`config.mk`:
```
export PLATFORM = sky130hd
export DESIGN_NAME = window_wdog
export DESIGN_NICKNAME = d
export VERILOG_FILES = /design/src/rtl/wdog_pkg.sv /design/src/rtl/wdog_divider.sv /design/src/rtl/wdog_counter.sv /design/src/rtl/window_wdog.sv
export SDC_FILE = /design/constraint.sdc
export NUM_CORES = 1
export LEC_CHECK = 0
export BUFFER_PORTS_ARGS = -buffer_cell sky130_fd_sc_hd__buf_2
export CORE_MARGIN = 2
export CORE_UTILIZATION = 55
export DETAILED_ROUTE_END_ITERATION = 7
export PLACE_DENSITY = 0.79
export SLEW_MARGIN = 15
export SYNTH_ARGS = -nofsm -noshare
export SYNTH_HDL_FRONTEND = slang
export SYNTH_SLANG_ARGS = --single-unit
```
`constraint.sdc`:
```
create_clock -name clk -period 2.6 [get_ports clk]
set_input_delay 0.52 -clock clk [delete_from_list [all_inputs] [get_ports clk]]
set_output_delay 0.52 -clock clk [all_outputs]
set_load 0.005 [all_outputs]
```
`src/rtl/wdog_pkg.sv`:
```
package wdog_pkg;
  localparam int CNT_W  = 7;
  localparam int DATA_W = 16;
  localparam int ADDR_W = 2;

  typedef enum logic [ADDR_W-1:0] {
    REG_CTRL = 2'd0,
    REG_CFG  = 2'd1,
    REG_STAT = 2'd2,
    REG_NONE = 2'd3
  } wdog_reg_e;

  localparam logic [CNT_W-1:0] CNT_INIT  = 7'h7F;
  localparam logic [CNT_W-1:0] WIN_INIT  = 7'h7F;
  localparam logic [CNT_W-1:0] WARN_PRE  = 7'h41;
  localparam logic [CNT_W-1:0] LAST_SAFE = 7'h40;
endpackage

```
`src/rtl/wdog_divider.sv`:
```
module wdog_divider #(
  parameter int BASE_DIV = 4096,
  parameter int PSC_W    = 2
) (
  input  logic             clk,
  input  logic             rst_n,
  input  logic             run,
  input  logic [PSC_W-1:0] psel,
  output logic             tick
);
  localparam int MAX_DIV = BASE_DIV << ((1 << PSC_W) - 1);
  localparam int DW      = $clog2(MAX_DIV) + 1;

  logic [DW-1:0] dcnt_q, dcnt_d, limit;

  always_comb begin
    limit  = DW'(BASE_DIV) << psel;
    tick   = run && (dcnt_q >= limit - DW'(1));
    dcnt_d = tick ? '0 : dcnt_q + DW'(1);
  end

  always_ff @(posedge clk or negedge rst_n) begin
    if (!rst_n)   dcnt_q <= '0;
    else if (run) dcnt_q <= dcnt_d;
  end
endmodule

```
`src/rtl/wdog_counter.sv`:
```
module wdog_counter
  import wdog_pkg::*;
(
  input  logic             clk,
  input  logic             rst_n,
  input  logic             tick,
  input  logic             load,
  input  logic [CNT_W-1:0] load_val,
  input  logic             load_arm,
  input  logic [CNT_W-1:0] win,
  output logic [CNT_W-1:0] cnt,
  output logic             armed,
  output logic             rst_req,
  output logic             warn_evt
);
  logic [CNT_W-1:0] cnt_q, cnt_d;
  logic             arm_q, arm_d, req_q, req_d;
  logic             cnt_upd, too_soon, expire;

  always_comb begin
    too_soon = load && arm_q && (cnt_q > win);
    expire   = !load && tick && arm_q && (cnt_q == LAST_SAFE);
    warn_evt = !load && tick && (cnt_q == WARN_PRE);
    cnt_upd  = load || tick;
    cnt_d    = load ? load_val : cnt_q - 1'b1;
    arm_d    = arm_q || (load && load_arm);
    req_d    = too_soon || expire;
  end

  always_ff @(posedge clk or negedge rst_n) begin
    if (!rst_n) begin
      cnt_q <= CNT_INIT;
      arm_q <= 1'b0;
      req_q <= 1'b0;
    end else begin
      if (cnt_upd) cnt_q <= cnt_d;
      arm_q <= arm_d;
      req_q <= req_d;
    end
  end

  assign cnt     = cnt_q;
  assign armed   = arm_q;
  assign rst_req = req_q;
endmodule

```
`src/rtl/window_wdog.sv`:
```
module window_wdog
  import wdog_pkg::*;
#(
  parameter int BASE_DIV = 4096,
  parameter int PSC_W    = 2
) (
  input  logic              clk,
  input  logic              rst_n,
  input  logic              bus_sel,
  input  logic              bus_wr,
  input  logic [ADDR_W-1:0] bus_addr,
  input  logic [DATA_W-1:0] bus_wdata,
  output logic [DATA_W-1:0] bus_rdata,
  input  logic              dbg_halt,
  input  logic              dbg_freeze_en,
  output logic              rst_req,
  output logic              irq
);
  localparam int PSC_LSB = CNT_W;
  localparam int IEN_BIT = CNT_W + PSC_W;

  logic             wr_ctrl, wr_cfg, wr_stat;
  logic             halt_freeze, run, div_tick, warn_evt, wd_en;
  logic [CNT_W-1:0] cnt_val;
  logic [CNT_W-1:0] win_q, win_d;
  logic [PSC_W-1:0] psc_q, psc_d;
  logic             ien_q, ien_d, flag_q, flag_d;

  always_comb begin
    wr_ctrl     = bus_sel && bus_wr && (bus_addr == REG_CTRL);
    wr_cfg      = bus_sel && bus_wr && (bus_addr == REG_CFG);
    wr_stat     = bus_sel && bus_wr && (bus_addr == REG_STAT);
    halt_freeze = dbg_halt && dbg_freeze_en;
    run         = !halt_freeze;
  end

  wdog_divider #(.BASE_DIV(BASE_DIV), .PSC_W(PSC_W)) u_div (
    .clk(clk), .rst_n(rst_n), .run(run), .psel(psc_q), .tick(div_tick)
  );

  wdog_counter u_cnt (
    .clk(clk), .rst_n(rst_n), .tick(div_tick), .load(wr_ctrl),
    .load_val(bus_wdata[CNT_W-1:0]), .load_arm(bus_wdata[CNT_W]),
    .win(win_q), .cnt(cnt_val), .armed(wd_en), .rst_req(rst_req),
    .warn_evt(warn_evt)
  );

  always_comb begin
    win_d  = bus_wdata[CNT_W-1:0];
    psc_d  = bus_wdata[PSC_LSB +: PSC_W];
    ien_d  = bus_wdata[IEN_BIT];
    flag_d = flag_q;
    if (warn_evt)                     flag_d = 1'b1;
    else if (wr_stat && !bus_wdata[0]) flag_d = 1'b0;
  end

  always_ff @(posedge clk or negedge rst_n) begin
    if (!rst_n) begin
      win_q  <= WIN_INIT;
      psc_q  <= '0;
      ien_q  <= 1'b0;
      flag_q <= 1'b0;
    end else begin
      if (wr_cfg) begin
        win_q <= win_d;
        psc_q <= psc_d;
        ien_q <= ien_d;
      end
      flag_q <= flag_d;
    end
  end

  assign irq = flag_q && ien_q;

  always_comb begin
    bus_rdata = '0;
    case (bus_addr)
      REG_CTRL: bus_rdata[CNT_W:0] = {wd_en, cnt_val};
      REG_CFG:  bus_rdata[IEN_BIT:0] = {ien_q, psc_q, win_q};
      REG_STAT: bus_rdata[0] = flag_q;
      default:  bus_rdata = '0;
    endcase
  end
endmodule

```
==> results.yml <==
timing:
  rsz0062_at_grt: "false"
  min_period_ns: 2.08
  skew_ns: 0.00420
  max_freq_mhz: 482
  slew_headroom_pct: 47.1
  setup_ws_ns: 0.524
  setup_viol: 0
  hold_violations: 0
  drv_slew: 0
  min_period_over_period_pct: 79.9
  tightest_slew_ns: 0.793
  fin_tns_setup_ns: 0
  timing.hold.ws_ns: 0.318
final_layout:
  diodes: 0
  drive_gt1_share_pct: 27.5
  num-nets-final: 299
  fin_util_pct: 63.3
  area_growth_pct: 11.6
  postLayoutCellArea_mm2: 0.00250
  layout.cells.non_filler: 312
  final_common_cell: "nor2_1"
  mostFrequentLayoutCells: "nor2_1, buf_2, dfrtp_1, nand2_1, xor2_1"
  n_fill_cell: 343
global_routing:
  overflow: 0
  grt_max_degree: 37
  antenna_found_initial: 0
  grt_pass1_vias: 1519
  grtUsageTotal_pct: 21.0
  grt_pass1_wl_um: 7080
clocking:
  cts_resized: 0
  cts-root-buf: "clkbuf_8"
  h-tree-depth: 2
  hold_buffers: 0
  cts_tree: "done"
  cts_buffers: 5
  path_clk_slew_ns: 0.07
  worst_skew_pair.late_latency_ns: 0.28
  cts.sinks: 36
  cts.path.max_buffers: 2
  post-cts-setup-buffers: 0
critical_path:
  worst-path-max-fanout: 10
  crit_chain: "inv_1 -> ha_1 -> nand4_1 -> nor4_4 -> or2_1 -> buf_4 -> and3_1 -> nor3_2"
  required_ns: 2.81
  r2r_start: "psc_q[1]"
  crit_slowest_cell: "nor4_4"
  r2r_end: "u_cnt.cnt[1]"
  worst_setup_path_start_kind: "register"
  crit_arrival_ns: 2.29
  end_kind: "register"
  regToRegSetupSlack_ns: 0.52
  rr_worst_depth: 8
  cpPeakStageDelay_ns: 0.47
  criticalPathCategory: "register to register"
drt:
  num_vias: 1642
  drc: 0
  detail_route.iter0.violations: 93
  drt-vias-per-instance: 5.26
  ant_nets: 0
  wl_per_cell_um: 13.7
  first_pass_iters: 4
  drt-total-wl_um: 4260
yosys:
  synth_seq_cells: 36
  yosysWarnings: 0
  syn-cell-area_mm2: 0.00224
  synth_area_leaders: "dfrtp_1, dfstp_2, ha_1"
  synth_top_cell_area_share_pct: 24.6
  ys_seq_area_share_pct: 41.1
  synth_largest_area_cell: "dfrtp_1"
  yosysUniqueCellTypes: 41
  synth.avg_cell_area_um2: 9.81
  synthCells: 228
floorplanning:
  core_area_mm2: 0.00394
  io_pins: 42
  die_w_um: 67.8
  die_area_mm2: 0.00459
  initial_core_util_pct: 56.7
  fp-row-count: 23
  die_h_um: 67.8
place:
  place_ws_ns: 0.486
  placed_area_mm2: 0.00241
  gp_congestion: 0.907
  dp_hpwl_um: 3210
  io_buffers: 29
  dp_cells: 304
min_path:
  hold_class: "input pin to async pin"
power:
  p_leak_nw: 1.20
  peakVddDrop_uv: 350
  total_power_mw: 1.62
  p_per_area_mw_per_mm2: 650
outcome:
  status: "completed"
run:
  drv_cap: 0
==> layout make-up <==
class	instances	area [µm²]	area share (%)
multi-input cells	176	1220	48.9
flip-flops and latches	36	918	36.8
clock buffers	8	90.1	3.61
well taps	50	62.6	2.51
repair buffers	32	168	6.72
inverters	10	37.5	1.50
==> cell families after synthesis <==
kind of cell    after synthesis  synth area share (%)
fa+ha+maj                    14                  7.83
flops                        36                  41.1
mux                          18                  8.62
buf+inv                      21                  5.20
other cells                   2                 0.336
simple gates                 92                  22.3
xor+xnor                     19                  7.44
compound gates               26                  7.16
==> synthesized netlist by cell type (all sizes together) <==
library cell	n
nor2	33
dfrtp	22
nand2	18
xor2	15
dfstp	14
ha	14
o21ai	12
buf	11
inv	10
mux2	10
nand3	10
mux2i	8
a21oi	7
nand4	7
nor3	6
and2	4
xnor2	4
nor2b	3
nor4	3
and3	2
and4	2
conb	2
o2111ai	2
o211ai	2
a21o	1
a32o	1
nor4bb	1
o21a	1
or2	1
or3	1
or4b	1
==> registers in the layout (all words and copies together) (netlist names) <==
name and cells:
flag_q 1, ien_q 1, psc_q 2, u_cnt.armed 1, u_cnt.cnt 7, u_cnt.rst_req 1, u_div.dcnt_q 16, win_q 7
==> worst max-delay path: cells and delay by family, from the launching register on <==
family                   cells  cell delay [ns]
AND/OR/NAND/NOR              5             1.07
adder cells (fa/ha/maj)      1             0.30
buffers and inverters        2             0.23
flip-flops                   1             0.40
==> metal layers <==
layer | up-vias | part of all wire [%] | track usage [%]
met5 | - | 0 | 0
li1 | 843 | - | -
met1 | 759 | 49 | 31.0
met2 | 38 | 46 | 30.4
met4 | 0 | 0.49 | 8.67
met3 | 2 | 5.0 | 3.00
==> how the worst max path moves through the flow <==
stage / startpoint / end / slack (ns) / depth (start not counted)
after global placement: bus_addr[0] / ien_q / 0.53 / 4
after CTS: psc_q[0] / u_cnt.cnt[1] / 0.50 / 8
after floorplan: psc_q[1] / u_div.dcnt_q[8] / 0.80 / 8
after detailed placement: bus_addr[0] / ien_q / 0.49 / 4
final: psc_q[1] / u_cnt.cnt[1] / 0.52 / 8
after global routing: psc_q[0] / u_cnt.cnt[1] / 0.32 / 8
==> report_power, final <==
part           switching [mW]  internal, mW  leakage, nW  total (mW)
sequential              0.132         0.700        0.433       0.832
clock                   0.188         0.216       0.0455       0.404
combinational           0.199         0.188        0.717       0.386
No activity file was read; power rests on OpenSTA's default activity.
